[src/rtl/dwp_pkg.sv]
package dwp_pkg;
  localparam int NCH    = 2;
  localparam int MCNT_W = 5;
  localparam int REG_W  = 32;
  localparam int SEL_W  = 3;

  typedef enum logic [1:0] {
    CMP_EXACT = 2'b00,
    CMP_PAIR1 = 2'b01,
    CMP_PAIR2 = 2'b10,
    CMP_PAIR3 = 2'b11
  } cmp_mode_e;

  typedef struct packed {
    logic              rd_en;
    logic              wr_en;
    logic              dv_en;
    logic              dv_inv;
    logic [MCNT_W-1:0] mcnt;
  } ch_cfg_t;
endpackage

[src/rtl/dwp_regs.sv]
module dwp_regs
  import dwp_pkg::*;
#(
  parameter int ADDR_W = 32,
  parameter int DATA_W = 32
) (
  input  logic                    clk,
  input  logic                    rst_n,
  input  logic                    we,
  input  logic [SEL_W-1:0]        sel,
  input  logic [REG_W-1:0]        wdata,
  output cmp_mode_e               mode,
  output ch_cfg_t                 cfg   [NCH],
  output logic [ADDR_W-1:0]       caddr [NCH],
  output logic [DATA_W-1:0]       cval  [NCH]
);
  localparam int CH_BYTE  = 8;
  localparam int HI_BASE  = 24;

  always_ff @(posedge clk or negedge rst_n) begin
    if (!rst_n) begin
      mode <= CMP_EXACT;
      for (int c = 0; c < NCH; c++) begin
        cfg[c]   <= '0;
        caddr[c] <= '0;
        cval[c]  <= '0;
      end
    end else if (we) begin
      if (sel == '0) begin
        mode <= cmp_mode_e'(wdata[1:0]);
        for (int c = 0; c < NCH; c++) begin
          cfg[c].rd_en  <= wdata[CH_BYTE*(c+1)];
          cfg[c].wr_en  <= wdata[CH_BYTE*(c+1)+1];
          cfg[c].dv_en  <= wdata[CH_BYTE*(c+1)+2];
          cfg[c].dv_inv <= wdata[CH_BYTE*(c+1)+3];
          cfg[c].mcnt   <= {wdata[HI_BASE+c], wdata[CH_BYTE*(c+1)+4 +: 4]};
        end
      end
      for (int c = 0; c < NCH; c++) begin
        if (sel == SEL_W'(1 + c))       caddr[c] <= wdata[ADDR_W-1:0];
        if (sel == SEL_W'(1 + NCH + c)) cval[c]  <= wdata[DATA_W-1:0];
      end
    end
  end
endmodule

[src/rtl/dwp_chan.sv]
module dwp_chan
  import dwp_pkg::*;
#(
  parameter int ADDR_W = 32,
  parameter int DATA_W = 32
) (
  input  logic              clk,
  input  logic              rst_n,
  input  cmp_mode_e         mode,
  input  ch_cfg_t           cfg,
  input  logic [ADDR_W-1:0] caddr,
  input  logic [DATA_W-1:0] cval,
  input  logic              acc_vld,
  input  logic              acc_wr,
  input  logic [ADDR_W-1:0] acc_addr,
  input  logic [DATA_W-1:0] acc_data,
  output logic              hit_q
);
  // Mask with the n lowest bits cleared; counts >= ADDR_W clear everything.
  function automatic logic [ADDR_W-1:0] low_clear_mask(input logic [MCNT_W-1:0] n);
    logic [ADDR_W-1:0] ones;
    ones = '1;
    return ones << n;
  endfunction

  function automatic logic value_ok(input logic en, input logic inv,
                                    input logic [DATA_W-1:0] a,
                                    input logic [DATA_W-1:0] b);
    return !en || ((a != b) == inv);
  endfunction

  logic [ADDR_W-1:0] eff_mask;
  logic              addr_match;
  logic              val_match;
  logic              dir_ok;
  logic              fire;

  assign eff_mask   = (mode == CMP_EXACT) ? low_clear_mask(cfg.mcnt) : '1;
  assign addr_match = ((acc_addr & eff_mask) == (caddr & eff_mask));
  assign val_match  = value_ok(cfg.dv_en, cfg.dv_inv, acc_data, cval);
  assign dir_ok     = acc_wr ? cfg.wr_en : cfg.rd_en;
  assign fire       = acc_vld && dir_ok && addr_match && val_match;

  always_ff @(posedge clk or negedge rst_n) begin
    if (!rst_n) hit_q <= 1'b0;
    else        hit_q <= fire;
  end

  a_r2_hit_needs_strobe: assert property (@(posedge clk) disable iff (!rst_n)
    hit_q |-> $past(acc_vld));

  a_r3_direction_gate: assert property (@(posedge clk) disable iff (!rst_n)
    hit_q |-> $past(acc_wr ? cfg.wr_en : cfg.rd_en));

  a_r4_full_compare_at_zero: assert property (@(posedge clk) disable iff (!rst_n)
    (hit_q && $past(cfg.mcnt == '0)) |-> $past(acc_addr == caddr));

  a_r6_nonexact_full_compare: assert property (@(posedge clk) disable iff (!rst_n)
    (hit_q && $past(mode != CMP_EXACT)) |-> $past(acc_addr == caddr));

  a_r7_address_required: assert property (@(posedge clk) disable iff (!rst_n)
    hit_q |-> $past(addr_match));

  a_r8_polarity: assert property (@(posedge clk) disable iff (!rst_n)
    (hit_q && $past(cfg.dv_en)) |-> $past((acc_data == cval) != cfg.dv_inv));
endmodule

[src/rtl/dwp_top.sv]
module dwp_top
  import dwp_pkg::*;
#(
  parameter int ADDR_W = 32,
  parameter int DATA_W = 32
) (
  input  logic              clk,
  input  logic              rst_n,
  input  logic              cfg_we,
  input  logic [SEL_W-1:0]  cfg_sel,
  input  logic [REG_W-1:0]  cfg_wdata,
  input  logic              acc_vld,
  input  logic              acc_wr,
  input  logic [ADDR_W-1:0] acc_addr,
  input  logic [DATA_W-1:0] acc_data,
  output logic [NCH-1:0]    hit_o
);
  cmp_mode_e         mode;
  ch_cfg_t           cfg   [NCH];
  logic [ADDR_W-1:0] caddr [NCH];
  logic [DATA_W-1:0] cval  [NCH];

  dwp_regs #(.ADDR_W(ADDR_W), .DATA_W(DATA_W)) u_regs (
    .clk   (clk),
    .rst_n (rst_n),
    .we    (cfg_we),
    .sel   (cfg_sel),
    .wdata (cfg_wdata),
    .mode  (mode),
    .cfg   (cfg),
    .caddr (caddr),
    .cval  (cval)
  );

  for (genvar c = 0; c < NCH; c++) begin : g_ch
    dwp_chan #(.ADDR_W(ADDR_W), .DATA_W(DATA_W)) u_chan (
      .clk      (clk),
      .rst_n    (rst_n),
      .mode     (mode),
      .cfg      (cfg[c]),
      .caddr    (caddr[c]),
      .cval     (cval[c]),
      .acc_vld  (acc_vld),
      .acc_wr   (acc_wr),
      .acc_addr (acc_addr),
      .acc_data (acc_data),
      .hit_q    (hit_o[c])
    );
  end

  a_r1_idle_no_hit: assert property (@(posedge clk) disable iff (!rst_n)
    $past(!acc_vld) |-> (hit_o == '0));
endmodule

[config.mk]
export PLATFORM = sky130hd
export DESIGN_NAME = dwp_top
export DESIGN_NICKNAME = d
export VERILOG_FILES = /design/src/rtl/dwp_pkg.sv /design/src/rtl/dwp_regs.sv /design/src/rtl/dwp_chan.sv /design/src/rtl/dwp_top.sv
export SDC_FILE = /design/constraint.sdc
export NUM_CORES = 1
export LEC_CHECK = 0
export ABC_AREA = 0
export CAP_MARGIN = 10
export CORE_ASPECT_RATIO = 1.5
export CORE_UTILIZATION = 30
export DETAILED_ROUTE_END_ITERATION = 10
export PLACE_DENSITY_LB_ADDON = 0.15
export SLEW_MARGIN = 20
export SYNTH_ARGS = -nofsm -noshare
export SYNTH_HDL_FRONTEND = slang
export SYNTH_HIERARCHICAL = 1
export SYNTH_SLANG_ARGS = --single-unit
[constraint.sdc]
create_clock -name clk -period 5.13 [get_ports clk]
set_input_delay 1.026 -clock clk [delete_from_list [all_inputs] [get_ports clk]]
set_output_delay 1.026 -clock clk [all_outputs]
set_load 0.05 [all_outputs]
### Word level (Yosys, flattened, before mapping)

Cells that the tools add are included.

| operators by class | value |
|---|---|
| reductions and logical operators | 17 |
| $mul | 0 |
| $lt $le $gt $ge | 0 |
| bitwise logic cells | 4 |
| divide/modulo/power cells | 0 |
| muxes and demuxes | 4 |
| $add $sub $neg | 0 |
| shift operators | 2 |
| equal/unequal tests | 10 |

Operators with widths:

| cell | count |
|---|---|
| $and 32x32->32 | 4 |
| $eq 32x32->1 | 2 |
| $mux 32 | 2 |
| $ne 32x32->1 | 2 |
| $shl 32x5->32 const A | 2 |
| $reduce_and 2->1 | 5 |
| $eq 3x2->1 const B | 2 |
| $logic_and 1x1->1 | 6 |
| $eq 3x1->1 const B | 1 |
| $eq 3x3->1 const B | 1 |
| $logic_not 3->1 | 1 |
| $eq 1x1->1 | 2 |
| $logic_not 1->1 | 2 |
| $logic_not 2->1 | 1 |
| $logic_or 1x1->1 | 2 |
| $mux 1 | 2 |

| word-level totals | value |
|---|---|
| input port bits | 104 |
| memories kept | 0 |
| logic and storage cells | 54 |
| memory bits (read-only) | 0 |
| flip-flop bits (word level) | 150 |
| output and inout bits | 2 |
| RAM bits | 0 |
| latch bits | 0 |

### Logic depth before layout (Yosys ltp)

| logic depth | value |
|---|---|
| word-level depth | 6 |
| depth in mapped cells | 8 |
| depth with buffers taken out | 6 |

### Modules after synthesis

The synthesis kept the hierarchy.

By module, submodules not included:

| module | cells an instance | sequential area each (um^2) | times used | area an instance (um^2) |
|---|---|---|---|---|
| dwp_regs | 318 | 3703.6 | 1 | 5565.3 |
| dwp_chan | 159 | 25.0 | 2 | 1188.6 |

### Least setup slack after synthesis

No wires, ideal clock.

| timing path | value |
|---|---|
| path type | input to register |
| from | in acc_addr[25] |
| to | reg g_ch[0].u_chan.hit_q |
| cell stages on the path | 6 |
| library setup time | 0.111 ns |
| data required time | 5.019 ns |
| slack | 2.755 ns |
| arrival time | 2.264 ns |
| path buffers | 0 |
| cells stage by stage | xor2_1 -> maj3_1 -> o22ai_1 -> o21ai_0 -> or3_1 -> a2111oi_2 |

| between the ends | value |
|---|---|
| cells in the longest elaborated chain, start to end | 4 |

RTL lines:

| item | line | RTL |
|---|---|---|
| from (decl) | dwp_top.sv:14 | `input logic [ADDR_W-1:0] acc_addr,` |
| $and 32x32->32 | dwp_chan.sv:39 | `assign addr_match = ((acc_addr & eff_mask) == (caddr & eff_mask));` |
| $eq 32x32->1 | dwp_chan.sv:39 |  |
| $logic_and 1x1->1 (2 in a row) | dwp_chan.sv:42 | `assign fire = acc_vld && dir_ok && addr_match && val_match;` |
| named net g_ch[0].u_chan.fire | dwp_chan.sv:36 | `logic fire;` |
| to (signal assigned) | dwp_chan.sv:46 | `else hit_q <= fire;` |
| to (decl) | dwp_chan.sv:17 | `output logic hit_q` |

The timed path passes the listed nets, and every way through them passes these cells.
A chain may end at the register's enable or synchronous reset.

### Worst setup path after layout

| timing path | value |
|---|---|
| from | in acc_data[17] |
| to | reg g_ch[1].u_chan.hit_q |

| between the ends | value |
|---|---|
| cells in the longest elaborated chain, start to end | 4 |

RTL lines:

| item | line | RTL |
|---|---|---|
| from (decl) | dwp_top.sv:15 | `input logic [DATA_W-1:0] acc_data,` |
| $ne 32x32->1 | dwp_chan.sv:29 | `return !en \|\| ((a != b) == inv);` |
| $eq 1x1->1 | dwp_chan.sv:29 |  |
| $logic_or 1x1->1 | dwp_chan.sv:29 |  |
| $logic_and 1x1->1 | dwp_chan.sv:42 |  |
| named net g_ch[1].u_chan.fire | dwp_chan.sv:36 |  |
| to (signal assigned) | dwp_chan.sv:46 |  |
| to (decl) | dwp_chan.sv:17 |  |

The timed path passes the listed nets, and every way through them passes these cells.

==> summary.txt <==
Outcome
  • Outcome: finished clean

Placement
  • Gp weighted congestion: approximately 0.84
  • Post-Place Worst Slack: 1645 ps
  • DP Area: about 0.0093 mm^2
  • Inst Count DP: 1052
  • Dpl hpwl: between 15 and 20 mm
  • Buffers on Ports: roughly 110

Final layout
  • Fillers: 2465
  • N_diodes: 0
  • Synth-to-Final Area Change: 25.66%
  • Post-Route Utilization: 0.3860
  • Non-filler cells, final: ~1.1k
  • Seq. cell area: 0.003754 mm^2
  • Most frequent cells in the layout: 150 x dfrtp_1, 104 x clkdlybuf4s50_1, 86 x xor2_1
  • Layout Nets: 842
  • Footprint of the multi-input gates: ~0.0040 mm^2
  • Layout cells sized above 1: 0.1811
  • Finished Cell Area: between 0.009 and 0.01 mm^2
  • Most common cell after layout, fill and taps aside: dfrtp_1

Worst setup path
  • Worst Path Required: around 5400 ps
  • Setup CP Type: primary input to flop
  • Crit path cell chain: clkdlybuf4s50_1 > xor2_1 > nor4_1 > nand4_1 > nor2_1 > xnor2_1 > a2111oi_2
  • Startpoint Class: primary input
  • FF-to-FF path depth: 6
  • Critical path capture point type: flop
  • CP arrival: 3280 ps
  • Worst path max stage delay: 560 ps
  • Slowest-stage cell, CP: nor4_1
  • Reg-to-reg startpoint: u_regs/cfg[12]$_DFFE_PN0P_
  • Reg-to-reg setup timing slack: 2670 ps
  • CP Max Fanout: 2
  • Capturing point of the worst reg2reg path: g_ch[0].u_chan/hit_q$_DFF_PN0_

Hold path
  • Hold Path Depth: 1
  • Hold EP: g_ch[0].u_chan/hit_q$_DFF_PN0_
  • Hold Crit Start: u_regs/cfg[15]$_DFFE_PN0P_
  • Min-delay worst type: flop to flop

Power
  • Power per cell area: 406.0 mW/mm^2
  • P_sw: 0.001168 W
  • Clock share of power: 0.352
  • Comb power frac: 0.231
  • Switch share: 0.2883
  • VDD IR max: 203.3 uV
  • Pint: 0.002884 W
  • Pleak: roughly 4.0 nW
  • Seq pwr share: 0.417

GRT
  • First-pass GRT wire length: about 34 mm
  • Total track usage: 0.1724
  • Antenna violations before repair: 0
  • Vias in the first global route: 5725
  • Largest net degree at the start of global routing: 73
  • GRT overflow: 0

STA
  • Setup TNS: 0 ps
  • Final Hold Vio Count: 0
  • Relative slew slack: 0.5109
  • RSZ-0062 raised after global routing: false
  • Final Skew: 5.451 ps
  • Final setup violation count: 0
  • Tcrit/Tclk final: 0.5787
  • FMAX: 0.3369 GHz
  • Worst Max-Slew Pin Slew: 733.6 ps
  • Max Slew Vio Count: 0
  • Setup WS post-layout: between 2000 and 2500 ps
  • Crit path time final: 2969 ps

Detailed routing
  • Initial DRT Pass Iterations: 4
  • Metal3 WL: 536 um
  • Met1 WL: about 9.3 mm
  • Post-Route WL: 21.99 mm
  • Routed Antenna Nets: 0
  • Vias per inst: 4.917
  • DRT iter0 DRCs: ~230
  • Vias: roughly 5.3k
  • Wire length per cell: ~20 um
  • # DRC: 0
  • Met2 Wirelength: 11.80 mm
  • Highest routed layer: met4

Floorplanning
  • IO Pins: 106
  • Total core area: ~0.026 mm^2
  • Die H: 201.3 um
  • Full die area: 0.02714 mm^2
  • Die width: 134.9 um
  • Num rows: 72
  • Initial Utilization: 0.3072

CTS
  • Clock Path Buffers: 2
  • Clock Sinks: 150
  • Cts bufs inserted: 17
  • Root Driver: clkbuf_16
  • H-tree Lvls: 4
  • Cts hold-fix bufs: 0
  • Resize count post-CTS: 0
  • CTS tree: yes
  • Post-CTS setup buffers: 0
  • Worst-Skew Late Latency: between 400 and 500 ps
  • Clk slew on worst S/H paths: 60 ps

Synth
  • Register area share after synthesis: 0.4726
  • Synth Register Bits: 150
  • Post-Syn Instances: ~640
  • Top FF cell, synth: dfrtp_1
  • Library cells used by synthesis: 46
  • Synthesized net count: 740
  • Number of flops mapped to enable cells by yosys: 0
  • Yosys warns: 6
  • Synthesized area: a little under 0.008 mm^2
  • Avg Inst Size Synth: between 10 and 15 um^2
  • Ys async rst share: 1.000

Run
  • Max_cap viols: 0
-- metrics by stage --
stage / hold slack [ps] / total power (W)
final: 486.2 / 0.004052
after global routing: 513.5 / 0.004275
after CTS: 497.9 / 0.004105
after detailed placement: 479.7 / 0.002656
after global placement: 487.0 / 0.002636
after floorplan: 437.5 / 0.002285
-- logic make-up (layout without fill, tap and decap cells) --
| group | count (synthesis) | in the layout | share of synthesized area |
|---|---|---|---|
| buffers and inverters | 31 | 146 | 0.02757 |
| xor gates and xnor gates | 130 | 130 | 0.1452 |
| AOI/OAI and AO/OA | 90 | 90 | 0.07561 |
| and+or+nand+nor | 83 | 83 | 0.06380 |
| adders and majority gates | 2 | 2 | 0.002521 |
| DFF | 150 | 150 | 0.4726 |
| muxes | 150 | 150 | 0.2127 |
-- metal layers --
layer | global-route usage | up-vias
li1 | - | 2498
met5 | 0 | -
met2 | 0.3039 | 104
met1 | 0.2093 | 2712
met3 | 0.02847 | 16
met4 | 0.05979 | 0
-- state kept, by name (all words and copies together), names as in the netlist --
| signal | count |
|---|---|
| u_regs/mode | 2 |
| g_ch.u_chan/hit_q | 2 |
| u_regs/caddr | 64 |
| u_regs/cfg | 18 |
| u_regs/cval | 64 |
-- worst max-delay path: cells and delay by family --
family	cells	cell delay, ps
AO/OA/AOI/OAI	1	350
buffers and inverters	1	480
AND/OR/NAND/NOR	3	1150
XOR/XNOR	2	270
-- Yosys cell counts, types with 3 or more instances --
cell type / number / area [um^2]
dfrtp_1: 150 / 3754
xor2_1: 86 / 753.2
mux2_2: 78 / 878.3
mux2_1: 72 / 810.8
xnor2_1: 42 / 367.9
o21ai_0: 22 / 110.1
a21oi_1: 20 / 100.1
nor4_1: 18 / 112.6
buf_2: 16 / 80.08
nand2_1: 16 / 60.06
nor2_1: 12 / 45.04
buf_6: 11 / 123.9
o21ai_1: 10 / 50.05
o22ai_1: 8 / 50.05
a2111oi_2: 4 / 60.06
a311oi_1: 4 / 35.03
nand3_1: 4 / 20.02
nand4_1: 4 / 25.02
or3_1: 4 / 25.02
nand4b_1: 3 / 26.28
nor4bb_1: 3 / 30.03
-- worst max-delay path by stage --
stage / start / end / slack [ps] / depth (start not counted)
global placement: acc_data[17] / g_ch[1].u_chan/hit_q$_DFF_PN0_ / 1680 / 7
detailed placement: acc_data[17] / g_ch[1].u_chan/hit_q$_DFF_PN0_ / 1640 / 7
finish: acc_data[17] / g_ch[1].u_chan/hit_q$_DFF_PN0_ / 2160 / 7
floorplan: acc_addr[25] / g_ch[0].u_chan/hit_q$_DFF_PN0_ / 2750 / 6
global route: acc_data[17] / g_ch[1].u_chan/hit_q$_DFF_PN0_ / 2050 / 7
CTS: acc_data[17] / g_ch[1].u_chan/hit_q$_DFF_PN0_ / 2100 / 7
-- final cells by class --
class / instances / share of cell area
Inverter: 2 / 0.0007522
Clock buffer: 24 / 0.04826
Timing Repair Buffer: 112 / 0.1107
Multi-Input combinational cell: 455 / 0.4032
Sequential cell: 150 / 0.3761
Tap cell: 333 / 0.04175
Clock inverter: 8 / 0.01931
-- power groups by stage --
| stage | Combinational (W) | Sequential, W | Clock (W) |
|---|---|---|---|
| 2_1_floorplan | 0.000682 | 0.00160 | 0 |
| 3_3_place_gp | 0.000931 | 0.00170 | 0 |
| 3_5_place_dp | 0.000942 | 0.00171 | 0 |
| 4_1_cts | 0.000948 | 0.00169 | 0.00146 |
| 5_1_grt | 0.00103 | 0.00173 | 0.00151 |
| 6_report | 0.000937 | 0.00169 | 0.00143 |
Note: power is estimated with default switching activity, not from simulation.
